--- config.mk ---
export PLATFORM = sky130hd
export DESIGN_NAME = irq_aggregator
export DESIGN_NICKNAME = d
export VERILOG_FILES = /design/src/rtl/irq_agg_pkg.sv /design/src/rtl/irq_group.sv /design/src/rtl/irq_fold.sv /design/src/rtl/irq_aggregator.sv
export SDC_FILE = /design/constraint.sdc
export NUM_CORES = 1
export LEC_CHECK = 0
export ABC_AREA = 1
export BUFFER_PORTS_ARGS = -buffer_cell sky130_fd_sc_hd__buf_2
export CAP_MARGIN = 20
export CORE_MARGIN = 2
export CORE_UTILIZATION = 25
export DETAILED_ROUTE_END_ITERATION = 6
export HOLD_SLACK_MARGIN = 0.03
export SLEW_MARGIN = 20
export SYNTH_ARGS = -nofsm -noshare
export SYNTH_HDL_FRONTEND = slang
export SYNTH_SLANG_ARGS = --single-unit
--- constraint.sdc ---
create_clock -name clk -period 2.13 [get_ports clk]
set_input_delay 0.3195 -clock clk [delete_from_list [all_inputs] [get_ports clk]]
set_output_delay 0.3195 -clock clk [all_outputs]
set_load 0.01 [all_outputs]
--- src/rtl/irq_agg_pkg.sv ---
package irq_agg_pkg;
  // Word slots inside one group window, decoded from address bits 3:2
  typedef enum logic [1:0] {
    SLOT_SRC  = 2'd0,
    SLOT_SET  = 2'd1,
    SLOT_CLR  = 2'd2,
    SLOT_MASK = 2'd3
  } slot_e;

  // Group windows in address order
  typedef enum logic [1:0] {
    GRP_USB  = 2'd0,
    GRP_DMA  = 2'd1,
    GRP_GPIO = 2'd2,
    GRP_TOP  = 2'd3
  } grp_e;

  localparam int unsigned NUM_GRP = 4;
endpackage

--- src/rtl/irq_group.sv ---
module irq_group #(
  parameter int unsigned       DW       = 32,
  parameter logic [DW-1:0]     RST_MASK = '1
) (
  input  logic          clk,
  input  logic          rst_n,
  input  logic          wr_set_i,
  input  logic          wr_clr_i,
  input  logic          wr_mask_i,
  input  logic [DW-1:0] wdata_i,
  input  logic [DW-1:0] hw_set_i,
  output logic [DW-1:0] src_q,
  output logic [DW-1:0] mask_q,
  output logic [DW-1:0] pend_o
);
  logic [DW-1:0] src_d, mask_d;
  logic [DW-1:0] clr_bits, set_bits;

  always_comb begin
    clr_bits = wr_clr_i ? wdata_i : '0;
    set_bits = wr_set_i ? wdata_i : '0;
    // clear first, so a same-cycle set or hardware event wins
    src_d    = (src_q & ~clr_bits) | set_bits | hw_set_i;
    mask_d   = wr_mask_i ? wdata_i : mask_q;
  end

  always_ff @(posedge clk or negedge rst_n) begin
    if (!rst_n) begin
      src_q  <= '0;
      mask_q <= RST_MASK;
    end else begin
      src_q  <= src_d;
      mask_q <= mask_d;
    end
  end

  assign pend_o = src_q & ~mask_q;


  set_sticks_chk: assert property (@(posedge clk) disable iff (!rst_n)
    wr_set_i |=> ((src_q & $past(wdata_i)) == $past(wdata_i)));

  clr_drops_chk: assert property (@(posedge clk) disable iff (!rst_n)
    (wr_clr_i && !wr_set_i) |=> ((src_q & $past(wdata_i & ~hw_set_i)) == '0));

  hw_event_chk: assert property (@(posedge clk) disable iff (!rst_n)
    (|hw_set_i) |=> ((src_q & $past(hw_set_i)) == $past(hw_set_i)));

  mask_load_chk: assert property (@(posedge clk) disable iff (!rst_n)
    wr_mask_i |=> (mask_q == $past(wdata_i)));
endmodule

--- src/rtl/irq_fold.sv ---
module irq_fold #(
  parameter int unsigned DW       = 32,
  parameter int unsigned TX_BIT   = 9,
  parameter int unsigned RX_BIT   = 8,
  parameter int unsigned DMA_BIT  = 24,
  parameter int unsigned GPIO_BIT = 25
) (
  input  logic [DW-1:0] usb_pend_i,
  input  logic [DW-1:0] dma_pend_i,
  input  logic [DW-1:0] gpio_pend_i,
  input  logic [DW-1:0] top_stored_i,
  input  logic [DW-1:0] top_mask_i,
  input  logic          pol_high_i,
  input  logic          en_i,
  output logic [DW-1:0] top_eff_o,
  output logic          irq_o
);
  localparam int unsigned HALF = DW / 2;
  localparam logic [DW-1:0] SUM_MASK = (DW'(1) << TX_BIT) | (DW'(1) << RX_BIT) |
                                       (DW'(1) << DMA_BIT) | (DW'(1) << GPIO_BIT);

  logic [DW-1:0] summary;
  logic          any_pend;

  always_comb begin
    summary           = '0;
    summary[TX_BIT]   = |usb_pend_i[HALF-1:0];
    summary[RX_BIT]   = |usb_pend_i[DW-1:HALF];
    summary[DMA_BIT]  = |dma_pend_i;
    summary[GPIO_BIT] = |gpio_pend_i;
    top_eff_o         = (top_stored_i & ~SUM_MASK) | summary;
    any_pend          = |(top_eff_o & ~top_mask_i);
    irq_o             = en_i & (pol_high_i ? any_pend : ~any_pend);
  end
endmodule

--- src/rtl/irq_aggregator.sv ---
module irq_aggregator #(
  parameter int unsigned   DW       = 32,
  parameter int unsigned   AW       = 12,
  parameter logic [AW-1:0] CFG_ADDR = 12'h83C,
  parameter logic [AW-1:0] GRP_BASE = 12'h840,
  parameter int unsigned   POL_BIT  = 17,
  parameter int unsigned   TX_BIT   = 9,
  parameter int unsigned   RX_BIT   = 8,
  parameter int unsigned   DMA_BIT  = 24,
  parameter int unsigned   GPIO_BIT = 25
) (
  input  logic          clk,
  input  logic          rst_n,
  input  logic [AW-1:0] reg_addr_i,
  input  logic          reg_wr_i,
  input  logic [DW-1:0] reg_wdata_i,
  output logic [DW-1:0] reg_rdata_o,
  input  logic [DW-1:0] usb_evt_i,
  input  logic [DW-1:0] dma_evt_i,
  input  logic [DW-1:0] gpio_evt_i,
  input  logic [DW-1:0] top_evt_i,
  input  logic          irq_en_i,
  output logic          irq_o
);
  import irq_agg_pkg::*;

  localparam int unsigned   RW       = AW - 4;
  localparam logic [RW-1:0] BASE_ROW = GRP_BASE[AW-1:4];

  slot_e         slot;
  logic          cfg_hit;
  logic [NUM_GRP-1:0] grp_hit;
  logic [DW-1:0] grp_evt  [NUM_GRP];
  logic [DW-1:0] grp_src  [NUM_GRP];
  logic [DW-1:0] grp_mask [NUM_GRP];
  logic [DW-1:0] grp_pend [NUM_GRP];
  logic [DW-1:0] grp_view [NUM_GRP];
  logic [DW-1:0] top_eff;
  logic [DW-1:0] cfg_q, cfg_d;

  assign slot    = slot_e'(reg_addr_i[3:2]);
  assign cfg_hit = (reg_addr_i[AW-1:2] == CFG_ADDR[AW-1:2]);

  assign grp_evt[GRP_USB]  = usb_evt_i;
  assign grp_evt[GRP_DMA]  = dma_evt_i;
  assign grp_evt[GRP_GPIO] = gpio_evt_i;
  assign grp_evt[GRP_TOP]  = top_evt_i;

  for (genvar g = 0; g < NUM_GRP; g++) begin : g_grp
    assign grp_hit[g] = (reg_addr_i[AW-1:4] == BASE_ROW + RW'(g));

    irq_group #(.DW(DW), .RST_MASK('1)) u_grp (
      .clk       (clk),
      .rst_n     (rst_n),
      .wr_set_i  (reg_wr_i && grp_hit[g] && slot == SLOT_SET),
      .wr_clr_i  (reg_wr_i && grp_hit[g] && slot == SLOT_CLR),
      .wr_mask_i (reg_wr_i && grp_hit[g] && slot == SLOT_MASK),
      .wdata_i   (reg_wdata_i),
      .hw_set_i  (grp_evt[g]),
      .src_q     (grp_src[g]),
      .mask_q    (grp_mask[g]),
      .pend_o    (grp_pend[g])
    );

    if (g == int'(GRP_TOP)) begin : g_view_top
      assign grp_view[g] = top_eff;
    end else begin : g_view_sub
      assign grp_view[g] = grp_src[g];
    end
  end

  irq_fold #(
    .DW(DW), .TX_BIT(TX_BIT), .RX_BIT(RX_BIT),
    .DMA_BIT(DMA_BIT), .GPIO_BIT(GPIO_BIT)
  ) u_fold (
    .usb_pend_i   (grp_pend[GRP_USB]),
    .dma_pend_i   (grp_pend[GRP_DMA]),
    .gpio_pend_i  (grp_pend[GRP_GPIO]),
    .top_stored_i (grp_src[GRP_TOP]),
    .top_mask_i   (grp_mask[GRP_TOP]),
    .pol_high_i   (cfg_q[POL_BIT]),
    .en_i         (irq_en_i),
    .top_eff_o    (top_eff),
    .irq_o        (irq_o)
  );

  // configuration register: next state and storage
  always_comb begin
    cfg_d = (reg_wr_i && cfg_hit) ? reg_wdata_i : cfg_q;
  end

  always_ff @(posedge clk or negedge rst_n) begin
    if (!rst_n) cfg_q <= '0;
    else        cfg_q <= cfg_d;
  end

  // read mux
  always_comb begin
    reg_rdata_o = '0;
    if (cfg_hit) reg_rdata_o = cfg_q;
    for (int g = 0; g < NUM_GRP; g++) begin
      if (grp_hit[g]) reg_rdata_o = (slot == SLOT_MASK) ? grp_mask[g] : grp_view[g];
    end
  end


  pin_gated_chk: assert property (@(posedge clk) disable iff (!rst_n)
    !irq_en_i |-> !irq_o);

  summary_locked_chk: assert property (@(posedge clk) disable iff (!rst_n)
    (reg_wr_i && grp_hit[GRP_TOP] && slot == SLOT_SET &&
     $stable(grp_pend[GRP_DMA]) && grp_pend[GRP_DMA] == '0) |=> !top_eff[DMA_BIT]);
endmodule

==> summary by stage, run 1 <==
Routing
The detailed-route DRC error count is 0. The number of design-rule violations left by the first detailed-router iteration is 976. The total wire length after detailed routing is 60500 um.

The detailed router placed 15100 vias in this run. Before antenna repair, the detailed router went through 6 iterations. The detail route stage leaves a number of antenna-violating nets equal to 0. After detailed routing, the average wire length per cell comes to 19.0 um. The via-per-instance ratio is 4.75.

Synthesis
The average size of a mapped cell is 7.55 um^2. The number of flops mapped to enable cells by yosys is 0. Counting every net in the synthesized netlist gives 2165. Yosys mapped the design onto 31 distinct sky130hd cell types. The share of synthesized flip-flops with an asynchronous set or reset is 1.00.

In this run, synthesis produced a sequential element count of 284. In the synthesized netlist the dominant register cell turns out to be sky130_fd_sc_hd__dfrtp_1. The mapped netlist covers 15000 um^2. The instance count of the mapped netlist is 1989. Yosys attributes the largest share of cell area to sky130_fd_sc_hd__dfrtp_1 (26%), sky130_fd_sc_hd__dfstp_2 (22%), sky130_fd_sc_hd__nand2_1 (15%). Of the post-synthesis cell area, the dominant cell type holds 0.260. The cell type with the largest total area after synthesis is sky130_fd_sc_hd__dfrtp_1. Yosys printed 0 warnings. The share of the Yosys chip area taken by registers is 0.484.

Power
The power density of the placed cells is 605 nW/um^2. VDD sags by at most 0.411 mV. The analysis attributes to cell leakage a power of 9.50 nW.

Clock tree
The TritonCTS clock tree is yes. The clock sink count is 284. The clock passes through at most 3 buffers. For the worst-skew pair, the clock arrives at the later sink with an insertion delay of 0.51 ns. The H-tree was split into 2 levels. The clock transition at the registers of the reported paths is 0.06 ns. Buffers inserted during clock tree synthesis total 34. The tree is rooted in a sky130_fd_sc_hd__clkbuf_16.

Timing
The number of hold-slack violations in the final timing report is 0. In this run the tightest slew margin relative to its limit is 0.732. The transition at the pin with the smallest max-transition slack is 0.402 ns. The setup TNS is -1.56 ns. On the final layout, the worst hold slack is 0.0421 ns. The routed design could run at a clock period as short as 2.60 ns.

Setup violations remaining at the end of the flow were counted as 6. For this run, the top clock speed supported by timing is 385 MHz. The max-slew violation count was 0. Setup repair after global routing could not meet its margin everywhere.

On the final layout, the worst clock skew is 0 ns. Setup slack on the critical path of the routed design comes to -0.471 ns. Of the available clock period, the critical path in the final layout requires 1.22.

Critical path
The kind of end point of the critical path is an output port. By startpoint and endpoint, the worst setup path is classified as flop to output port. The sort of element at the start of the critical path is a flop. Along the worst path, the maximum fanout reaches 2. The required arrival time at the worst endpoint is 1.81 ns. The arrival time at the worst endpoint is 2.28 ns.

GRT
The first global-routing pass estimated 90400 um of wire. The via count of the first global-routing pass was 14800. For this run the aggregate overflow at the end of global routing stands at 0.

The pin count of the biggest net entering global routing is 65. The number of antenna violations at the first check in global routing is 3. The global-route usage over all layers is 0.191.

Place
The placed wire-length estimate after detailed placement is 43400 um. Including well taps, the total number of placed cells is 3030. The routability-driven placement congestion ratio is 0.866.

The count of buffers added on input and output ports is 202.

Outcome
The run finished, with violations left. The checks that failed: setup timing.

Flow run
Across the run, the number of max-cap violations was 0.

Floorplanning
The area of the core region is 59200 um^2. The horizontal die dimension is 249 um. The initial standard-cell utilization of the core is 0.254. The die covers 62100 um^2. The die height is 249 um.

209 I/O pins were placed. The row count is 89.

Cells and area
The synthesis-to-finish area growth is 41.6%. The library cells used most frequently in the layout, excluding fill and tap cells, are sky130_fd_sc_hd__nand2_1 (538), sky130_fd_sc_hd__o21ai_0 (338), sky130_fd_sc_hd__inv_1 (196). The number of nets in the finished design is 2569. Leaving out fill and tap cells, the most frequent cell in the layout is sky130_fd_sc_hd__nand2_1. The number of standard cells in the final layout excluding fillers is 3191.

The ratio of cells with drive above 1 in the final layout is 0.310.

Worst hold path
The path class of the lowest-slack min-delay path is input pin to flop.
==> final timing paths <==
path | from | to | slack (ns) | depth (start not counted)
worst max-delay path | g_grp[3].u_grp.mask_q[4] | irq_o | -0.47 | 12
worst min-delay path | usb_evt_i[17] | g_grp[0].u_grp.src_q[17] | 0.04 | 2
max in group asynchronous | rst_n | g_grp[2].u_grp.mask_q[21] | 1.00 | 3
min in group asynchronous | rst_n | g_grp[0].u_grp.src_q[24] | 0.34 | 2
worst min register to register | g_grp[0].u_grp.mask_q[0] | g_grp[0].u_grp.mask_q[0] | 0.47 | 2
worst max register to register | g_grp[0].u_grp.mask_q[8] | g_grp[0].u_grp.mask_q[8] | 1.27 | 3
==> synth_stat cells (2+ instances only) <==
library cell,n
sky130_fd_sc_hd__nand3_2,5
sky130_fd_sc_hd__clkbuf_1,73
sky130_fd_sc_hd__a21oi_1,62
sky130_fd_sc_hd__inv_1,224
sky130_fd_sc_hd__buf_1,4
sky130_fd_sc_hd__dfrtp_1,156
sky130_fd_sc_hd__nor3_1,5
sky130_fd_sc_hd__o21ai_0,387
sky130_fd_sc_hd__nor3_2,3
sky130_fd_sc_hd__nor2_1,86
sky130_fd_sc_hd__buf_6,2
sky130_fd_sc_hd__o221ai_1,5
sky130_fd_sc_hd__buf_2,21
sky130_fd_sc_hd__o21ai_1,31
sky130_fd_sc_hd__a211oi_1,7
sky130_fd_sc_hd__nor2_4,3
sky130_fd_sc_hd__nand4_1,33
sky130_fd_sc_hd__dfstp_2,128
sky130_fd_sc_hd__o211ai_1,44
sky130_fd_sc_hd__inv_2,5
sky130_fd_sc_hd__buf_4,3
sky130_fd_sc_hd__nand2_2,2
sky130_fd_sc_hd__nand3b_1,64
sky130_fd_sc_hd__nand3_1,36
sky130_fd_sc_hd__nand2_1,594
==> power by group <==
| group | switching [mW] | internal, mW |
|---|---|---|
| Combinational | 0.665 | 0.451 |
| Sequential | 0.0278 | 5.48 |
| Clock | 2.40 | 3.85 |
| Total | 3.09 | 9.78 |
==> timing repair <==
action | in CTS | in global routing
endpoints found under the hold margin | 126 | 0
hold buffers | 91 | 0
setup endpoints to repair | 31 | 33
resized for setup | 155 | 135
cloned | 2 | 2
setup buffers | 11 | 1
pin swaps | 72 | 88
==> cell families (layout without fill, tap and decap cells) <==
| group | after synthesis | in the layout | share of synthesized area |
|---|---|---|---|
| buf+inv | 332 | 760 | 0.0864 |
| compound gates | 538 | 538 | 0.189 |
| flops | 284 | 284 | 0.484 |
| other cells | 0 | 1 | 0 |
| simple gates | 835 | 835 | 0.241 |
==> worst max-delay path, stage by stage (launching register included) <==
cell and delay (ns):
sky130_fd_sc_hd__dfstp_2 0.53, sky130_fd_sc_hd__inv_1 0.04, sky130_fd_sc_hd__nand2_1 0.13, sky130_fd_sc_hd__o21ai_1 0.12, sky130_fd_sc_hd__nor2_1 0.11, sky130_fd_sc_hd__nand3_1 0.09, sky130_fd_sc_hd__nor2_2 0.15, sky130_fd_sc_hd__nand3_2 0.11
sky130_fd_sc_hd__nor2_4 0.18, sky130_fd_sc_hd__nand2_1 0.07, sky130_fd_sc_hd__nand2_1 0.06, sky130_fd_sc_hd__nor2_1 0.03, sky130_fd_sc_hd__buf_2 0.13
==> cell type report <==
type / count / area (um^2)
clock inverter: 16 / 240
antenna: 1 / 2.50
tap: 773 / 967
multi-input combinational: 1373 / 7080
clock buffer: 44 / 940
inverter: 229 / 880
sequential: 284 / 7270
timing repair buffer: 471 / 3900
fill: 6199 / 38000
==> flip-flops by register name (all words and copies together) (netlist names) <==
| register | cells |
|---|---|
| cfg_q | 32 |
| g_grp.u_grp.mask_q | 128 |
| g_grp.u_grp.src_q | 124 |
==> routing by layer <==
layer | track usage | part of all wire | vias to the layer above
met3 | 0.0397 | 0.067 | 99
met2 | 0.300 | 0.45 | 489
met4 | 0.0768 | 0.038 | 0
li1 | - | - | 7321
met1 | 0.255 | 0.44 | 7238
met5 | 0 | 0 | -
==> metrics by stage <==
| step | power [mW] | instance area [um^2] | worst slack, ns | util |
|---|---|---|---|---|
| finish | 12.9 | 21300 | -0.471 | 0.359 |
| global route | 13.3 | 21300 | -0.578 | 0.359 |
| CTS | 12.9 | 20800 | -0.475 | 0.352 |
| detailed placement | 6.52 | 18200 | -0.180 | 0.308 |
| global placement | 6.51 | 18200 | -0.225 | 0.308 |
| floorplan | 5.92 | 15000 | 0.335 | - |
Note: power is estimated with default switching activity, not from simulation.
==> inputs of run 2 (changes only) <==
clock period = 2.12 ns   (was 2.13 ns; I/O delays follow)
==> summary by stage, run 2 (same netlist as run 1, synthesis figures left out) <==
Outcome
The run finished, with violations left. The final reports fail on setup timing.

Routing
After detailed routing, the number of vias per cell comes to 4.78. The detailed-route DRC error count is 0. The mean routed wirelength per cell is 19.5 um. The met3 wire length is 4060 um. For this run, the detailed router's first-pass iteration total came to 5. The met2 wire length is 29100 um.

The first routing iteration left 1262 violations. Detailed routing inserted a total of 15700 vias. The post-route antenna net violation count is 0. The uppermost layer routed is met5. After detailed routing, the wire length on met1 is 28100 um. The total wire length after detailed routing is 64000 um.

Cells and area
The number of nets in the finished design is 2666. Ranked by flip-flop count, first place goes to g_grp.u_grp.mask_q. The largest registers in the layout are g_grp.u_grp.mask_q x128, g_grp.u_grp.src_q x124, cfg_q x32. The fill cell total of the finished layout is 6124. The most common cell after layout, fill and taps aside is sky130_fd_sc_hd__nand2_1.

The total non-filler cell area in the finished layout is 22300 um^2. The number of flip-flops under the largest register name is 128. Of the cells placed in the final design, the portion with a size suffix greater than 1 is 0.330.

The repair_antennas step left the layout with diodes totalling 0. In the layout the commonest cells are sky130_fd_sc_hd__nand2_1 (514), sky130_fd_sc_hd__o21ai_0 (321), sky130_fd_sc_hd__buf_2 (190). From synthesis to final layout, the design area changed by 48.2%.

GRT
The number of antenna violations at the first check in global routing is 3. For this run, the total global-route usage over all layers was measured as 0.196. The via count of the first global-routing pass is 15600. The pin count of the biggest net entering global routing is 69. The total overflow left after global routing is 0. The global-route wire length before repair is 93800 um.

Clock tree
The TritonCTS clock tree is yes. Counting along the longest clock path gives a buffer depth of 3. CTS built an H-tree with a depth of 1. Buffers inserted during clock tree synthesis total 31. Counting every sink on the clock net gives 284. At the later pin of the worst-skew pair, clock insertion delay measures 0.57 ns.

The clock transition at the registers of the reported paths is 0.06 ns. The library cell used as clock root buffer is sky130_fd_sc_hd__clkbuf_16.

Timing
The final count of negative-setup-slack endpoints is 10. At the pin with the least slew margin, the transition time is 0.650 ns. The shortest period the worst path allows is 2.62 ns. Setup slack on the critical path of the routed design comes to -0.504 ns. The number of hold-slack violations in the final timing report was 0. The timing-limited maximum frequency is 381 MHz. Setup repair after global routing could not meet its margin everywhere. The setup TNS is -2.13 ns. For the final database, setup skew stands at 0 ns. The share of the cycle needed by the critical path after routing is 1.24. The headroom to the max-slew limit is 0.567. The max-slew violation count came to 0.

Critical path
Of all nets on the critical path, the largest fanout is 2. The sort of element at the start of the critical path is a flop. The kind of end point of the critical path is an output port. The most used cell along the critical path is sky130_fd_sc_hd__nor2_1. For the worst setup path, the data required time is 1.80 ns.

In this design, the stage delay of the slowest critical-path cell is 0.53 ns. The category of the most critical setup path is flop to output port. Traced cell by cell, the critical path runs through inv_1 > nand2_1 > o21ai_2 > nor2_2 > nand2_2 > o21bai_1 > nand3_2 > nor2_4 > nor2_1 > nor2_1 > buf_2. Data on the critical path arrives at its endpoint at 2.31 ns.

Among all stages on the critical path, the largest delay is contributed by sky130_fd_sc_hd__dfstp_2.

Floorplanning
The floorplan step defined a core boundary enclosing 59200 um^2. From bottom edge to top edge, the die measures 249 um. The horizontal die dimension is 249 um.

The floorplan step defined a die boundary enclosing 62100 um^2. The initial utilization of the core area, before any placement, comes to 0.254. Pin placement for this block handled 209 I/O pins. The row count is 89.

Place
The count of buffers added on input and output ports is 202. After detailed placement, the total cell area comes to 18300 um^2. The placed wire-length estimate after detailed placement is 44000 um. The routability-driven placement congestion ratio is 0.860.

Power
The design draws 12.3 mW. Across the VDD grid, the largest voltage drop is 0.663 mV. Summed over all cells, the static leakage comes to 9.86 nW. The power density of the placed cells is 550 nW/um^2.

Flow run
The number of max-cap violations is 0.

Worst hold path
The path class of the lowest-slack min-delay path is input pin to flop.
==> run 2: routing by layer <==
| layer | global-route usage | vias up |
|---|---|---|
| met5 | 0 | - |
| met1 | 0.265 | 7539 |
| met3 | 0.0286 | 124 |
| met4 | 0.0780 | 2 |
| met2 | 0.314 | 534 |
| li1 | - | 7516 |
==> run 2: final cells by class <==
class                   count  area, um^2  area share
clock buffers              48         910      0.0409
repair buffers            571        4920       0.221
inverters                 229         875      0.0393
well taps                 773         967      0.0434
multi-input cells        1373        7220       0.324
clock inverters             9        97.6     0.00438
flip-flops and latches    284        7270       0.326
==> run 2: metrics by stage <==
stage,hold slack (ns),utilization,setup WS [ns],instances
final,0.0469,0.376,-0.504,3287
after global routing,0.0430,0.376,-0.620,3287
after CTS,0.0304,0.363,-0.545,3269
after detailed placement,0.352,0.309,-0.301,3042
after global placement,0.346,0.309,-0.303,3042
after floorplan,0.0224,-,0.328,1989
==> run 2: critical path: cells and delay by family (launching register included) <==
family                 cells  cell delay (ns)
and+or+nand+nor            7             0.74
DFF                        1             0.53
AOI/OAI and AO/OA          2             0.27
buffers and inverters      2             0.19
==> run 2: power by group <==
group | internal, mW | switching (mW) | total, mW
combinational | 0.537 | 0.699 | 1.24
clock | 3.17 | 2.31 | 5.49
sequential | 5.50 | 0.0288 | 5.53
total | 9.21 | 3.04 | 12.3
==> run 2: worst paths after layout <==
path,to,start,slack (ns),depth (start not counted)
setup / recovery,irq_o,g_grp[0].u_grp.mask_q[9],-0.50,11
hold / removal,g_grp[0].u_grp.src_q[4],reg_wdata_i[4],0.05,3
setup reg to reg,g_grp[0].u_grp.src_q[0],g_grp[0].u_grp.src_q[0],0.75,3
hold reg to reg,g_grp[0].u_grp.mask_q[31],g_grp[0].u_grp.mask_q[31],0.47,2
max in group asynchronous,g_grp[2].u_grp.mask_q[8],rst_n,1.03,3
min in group asynchronous,g_grp[0].u_grp.src_q[24],rst_n,0.35,2
==> run 2: what timing repair did <==
item,in CTS,in global routing
pin swaps,103,106
cloned,1,7
endpoints found under the setup margin,33,64
hold buffers,169,0
gates resized for setup,204,176
endpoints found under the hold margin,147,0
buffers inserted,5,14
==> inputs of run 3 (changes only) <==
CORE_ASPECT_RATIO = 1.4   (was unset)
==> summary by stage, run 3 (same netlist as run 1, synthesis figures left out) <==
Outcome
The flow ran to the end, but the final reports show violations. The final reports fail on setup timing.

Cells and area
The library cell used most frequently in the layout, excluding fill and tap cells, is sky130_fd_sc_hd__nand2_1. The largest registers in the layout are g_grp.u_grp.mask_q x128, g_grp.u_grp.src_q x124, cfg_q x32. In the layout the commonest cells are sky130_fd_sc_hd__nand2_1 (526), sky130_fd_sc_hd__o21ai_0 (329), sky130_fd_sc_hd__inv_1 (188). From synthesis to final layout, the design area changed by 45.1%. In the final layout, the share of cells above drive strength 1 is 0.315. The finished layout holds 3230 standard cells, fillers aside. Ranked by flip-flop count, first place goes to g_grp.u_grp.mask_q.

Registers take 7270 um^2. The total non-filler cell area in the finished layout is 21800 um^2. The multi-input logic area is 7220 um^2. Counting the fill cells in the layout gives 6142.

The register with the most flip-flops in the layout has 128 of them. The antenna diode count is 0. The number of nets in the finished design is 2624.

Critical path
The number of cells on the worst reg-to-reg path is 5. The kind of cell with the highest combined delay on the critical path is simple AND/OR/NAND/NOR gates. The startpoint of the worst register-to-register path is g_grp[0].u_grp.src_q[20]. The kind of end point of the critical path is an output port. STA puts the critical path data required time at 1.80 ns. On the worst path, the slowest cell contributes a delay of 0.53 ns. Traced cell by cell, the critical path runs through inv_1 > nand2_2 > o21ai_0 > nor2_1 > nand3_2 > nor2_4 > nand3_2 > nor2_4 > nor2_2 > nor2_2 > buf_2. The worst register-to-register path ends at g_grp[0].u_grp.src_q[20]. The number of buffers and inverters on the critical path is 2. Data on the critical path arrives at its endpoint at 2.36 ns. The critical path is of the flop to output port type.

Along the worst path, the maximum fanout reaches 2. The slack of the worst reg-to-reg path is 0.64 ns. The cell with the largest stage delay on the worst path is sky130_fd_sc_hd__dfstp_2.

The sort of element at the start of the critical path is a flop.

Worst hold path
The start point of the worst min-delay path is dma_evt_i[22]. The end of the worst hold path is g_grp[1].u_grp.src_q[22]. The tightest min-delay check is of the input pin to flop type. The worst hold path was traced through 3 stages.

Floorplanning
The floorplan step set the die height to 294 um. The die is 211 um wide. The floorplan has 106 rows.

The total area inside the core boundary comes to 59500 um^2. During I/O placement, the number of pins put on the boundary was 209. The die outline area is 62100 um^2. The initial standard-cell utilization of the core is 0.252.

GRT
The via count of the first global-routing pass is 14800. The global-route wire length before repair is 91800 um. The global-route usage over all layers is 0.197.

The number of antenna violations at the first check in global routing is 2. The global route total overflow is 0. Entering global routing, the biggest net connects 76 pins.

Power
The worst-case IR drop observed on VDD is 0.408 mV. The static leakage is 9.66 nW. The design draws 12.6 mW.

The power density of the placed cells is 579 nW/um^2.

Place
Counting tap cells, the placed design contains a total of 3000 instances. The placed wire-length estimate after detailed placement is 44200 um. The congestion estimate from routability-driven global placement came to 0.914. Input and output buffers added on the ports amount to 202. The area after detailed placement is 18100 um^2. At the placement stage, the worst setup path has a slack of -0.254 ns.

Clock tree
The clock latency of the later-clocked register in the worst-skew pair is 0.58 ns. The number of clock buffers inserted by TritonCTS is 34. TritonCTS built the clock tree. The library cell used as clock root buffer is sky130_fd_sc_hd__clkbuf_16.

The clock transition at the registers of the reported paths is 0.06 ns. Clock tree synthesis found a total of 284 sinks. The H-tree generated during clock tree synthesis spans 2 levels. The number of buffers on the longest clock path is 3.

Timing
In the finished design, the share of the clock period the worst path needs comes to 1.26. Across the routed clock network, the largest skew measured is 0 ns. The timing-limited maximum frequency is 374 MHz.

Setup repair after global routing could not meet its margin everywhere. For the pin with the worst max-slew slack, the measured transition is 0.550 ns. The headroom to the max-slew limit is 0.634. Setup violations remaining at the end of the flow were counted as 8. The max-slew violation count is 0. The smallest clock period supported by the final layout is computed as 2.68 ns. The setup slack after layout is -0.556 ns. The tightest hold path in the finished design has a slack of 0.0376 ns. The number of hold-slack violations in the final timing report came to 0.

Routing
The detailed-route DRC error count is 0. The via-per-instance ratio is 4.79. The first-pass iteration count of the detailed router is 7.

The number of design-rule violations left by the first detailed-router iteration is 1176. The total wire length after detailed routing is 62200 um. The number of vias in the routed layout is 15500. The mean routed wirelength per cell is 19.3 um. In this run the remaining antenna-violating nets after routing total 0.

Flow run
Max-cap violations in this run came to 0.
-- run 3: cell count changes in the layout (fill, tap and decap cells not counted), sizes merged --
cell and change:
bufinv -1, inv +2, clkbuf -3, clkinv +2
buf -29, dlygate4sd3 -11
-- run 3: through the flow --
step	setup TNS, ns	utilization
after floorplan	0	-
after global placement	-1.15	0.304
after detailed placement	-1.25	0.304
after CTS	-2.12	0.356
after global routing	-3.26	0.366
final	-2.03	0.366
-- run 3: final cells by class --
cell class | instances | area share
flip-flops and latches | 284 | 0.333
multi-input cells | 1373 | 0.331
inverters | 229 | 0.0397
repair buffers | 526 | 0.202
well taps | 756 | 0.0434
clock buffers | 50 | 0.0445
clock inverters | 12 | 0.00597
-- run 3: routing by layer --
metal	track usage	vias to the layer above	part of all wire
li1	-	7414	-
met1	0.245	7493	0.41
met2	0.347	483	0.50
met3	0.0343	85	0.059
met4	0.0603	4	0.030
met5	0	-	0.00048
-- run 3: worst min-delay path, delay by kind of cell --
| family | cells | cell delay (ns) |
|---|---|---|
| AO/OA/AOI/OAI | 1 | 0.10 |
| buffers and inverters | 2 | 0.16 |
-- run 3: worst max path at each step --
stage | from | slack [ns] | endpoint | cells past startpoint
after floorplan | reg_addr_i[5] | 0.33 | reg_rdata_o[22] | 11
after global placement | g_grp[0].u_grp.mask_q[9] | -0.29 | irq_o | 13
after detailed placement | g_grp[0].u_grp.mask_q[9] | -0.25 | irq_o | 13
after CTS | g_grp[3].u_grp.mask_q[10] | -0.52 | irq_o | 12
after global routing | g_grp[3].u_grp.mask_q[11] | -0.64 | irq_o | 11
final | g_grp[3].u_grp.mask_q[16] | -0.56 | irq_o | 11
-- run 3: power by group --
part / total [mW] / internal [mW] / switching [mW]
Combinational: 1.17 / 0.492 / 0.681
Sequential: 5.53 / 5.51 / 0.0279
Clock: 5.92 / 3.36 / 2.57
Total: 12.6 / 9.35 / 3.28
-- run 3: repair_timing --
| action | 4_1_cts | 5_1_grt |
|---|---|---|
| gates resized for setup | 158 | 177 |
| hold buffers | 157 | 1 |
| gates cloned | 0 | 1 |
| hold endpoints to repair | 140 | 1 |
| buffers inserted | 4 | 7 |
| pin swaps | 64 | 95 |
| setup endpoints to repair | 24 | 39 |
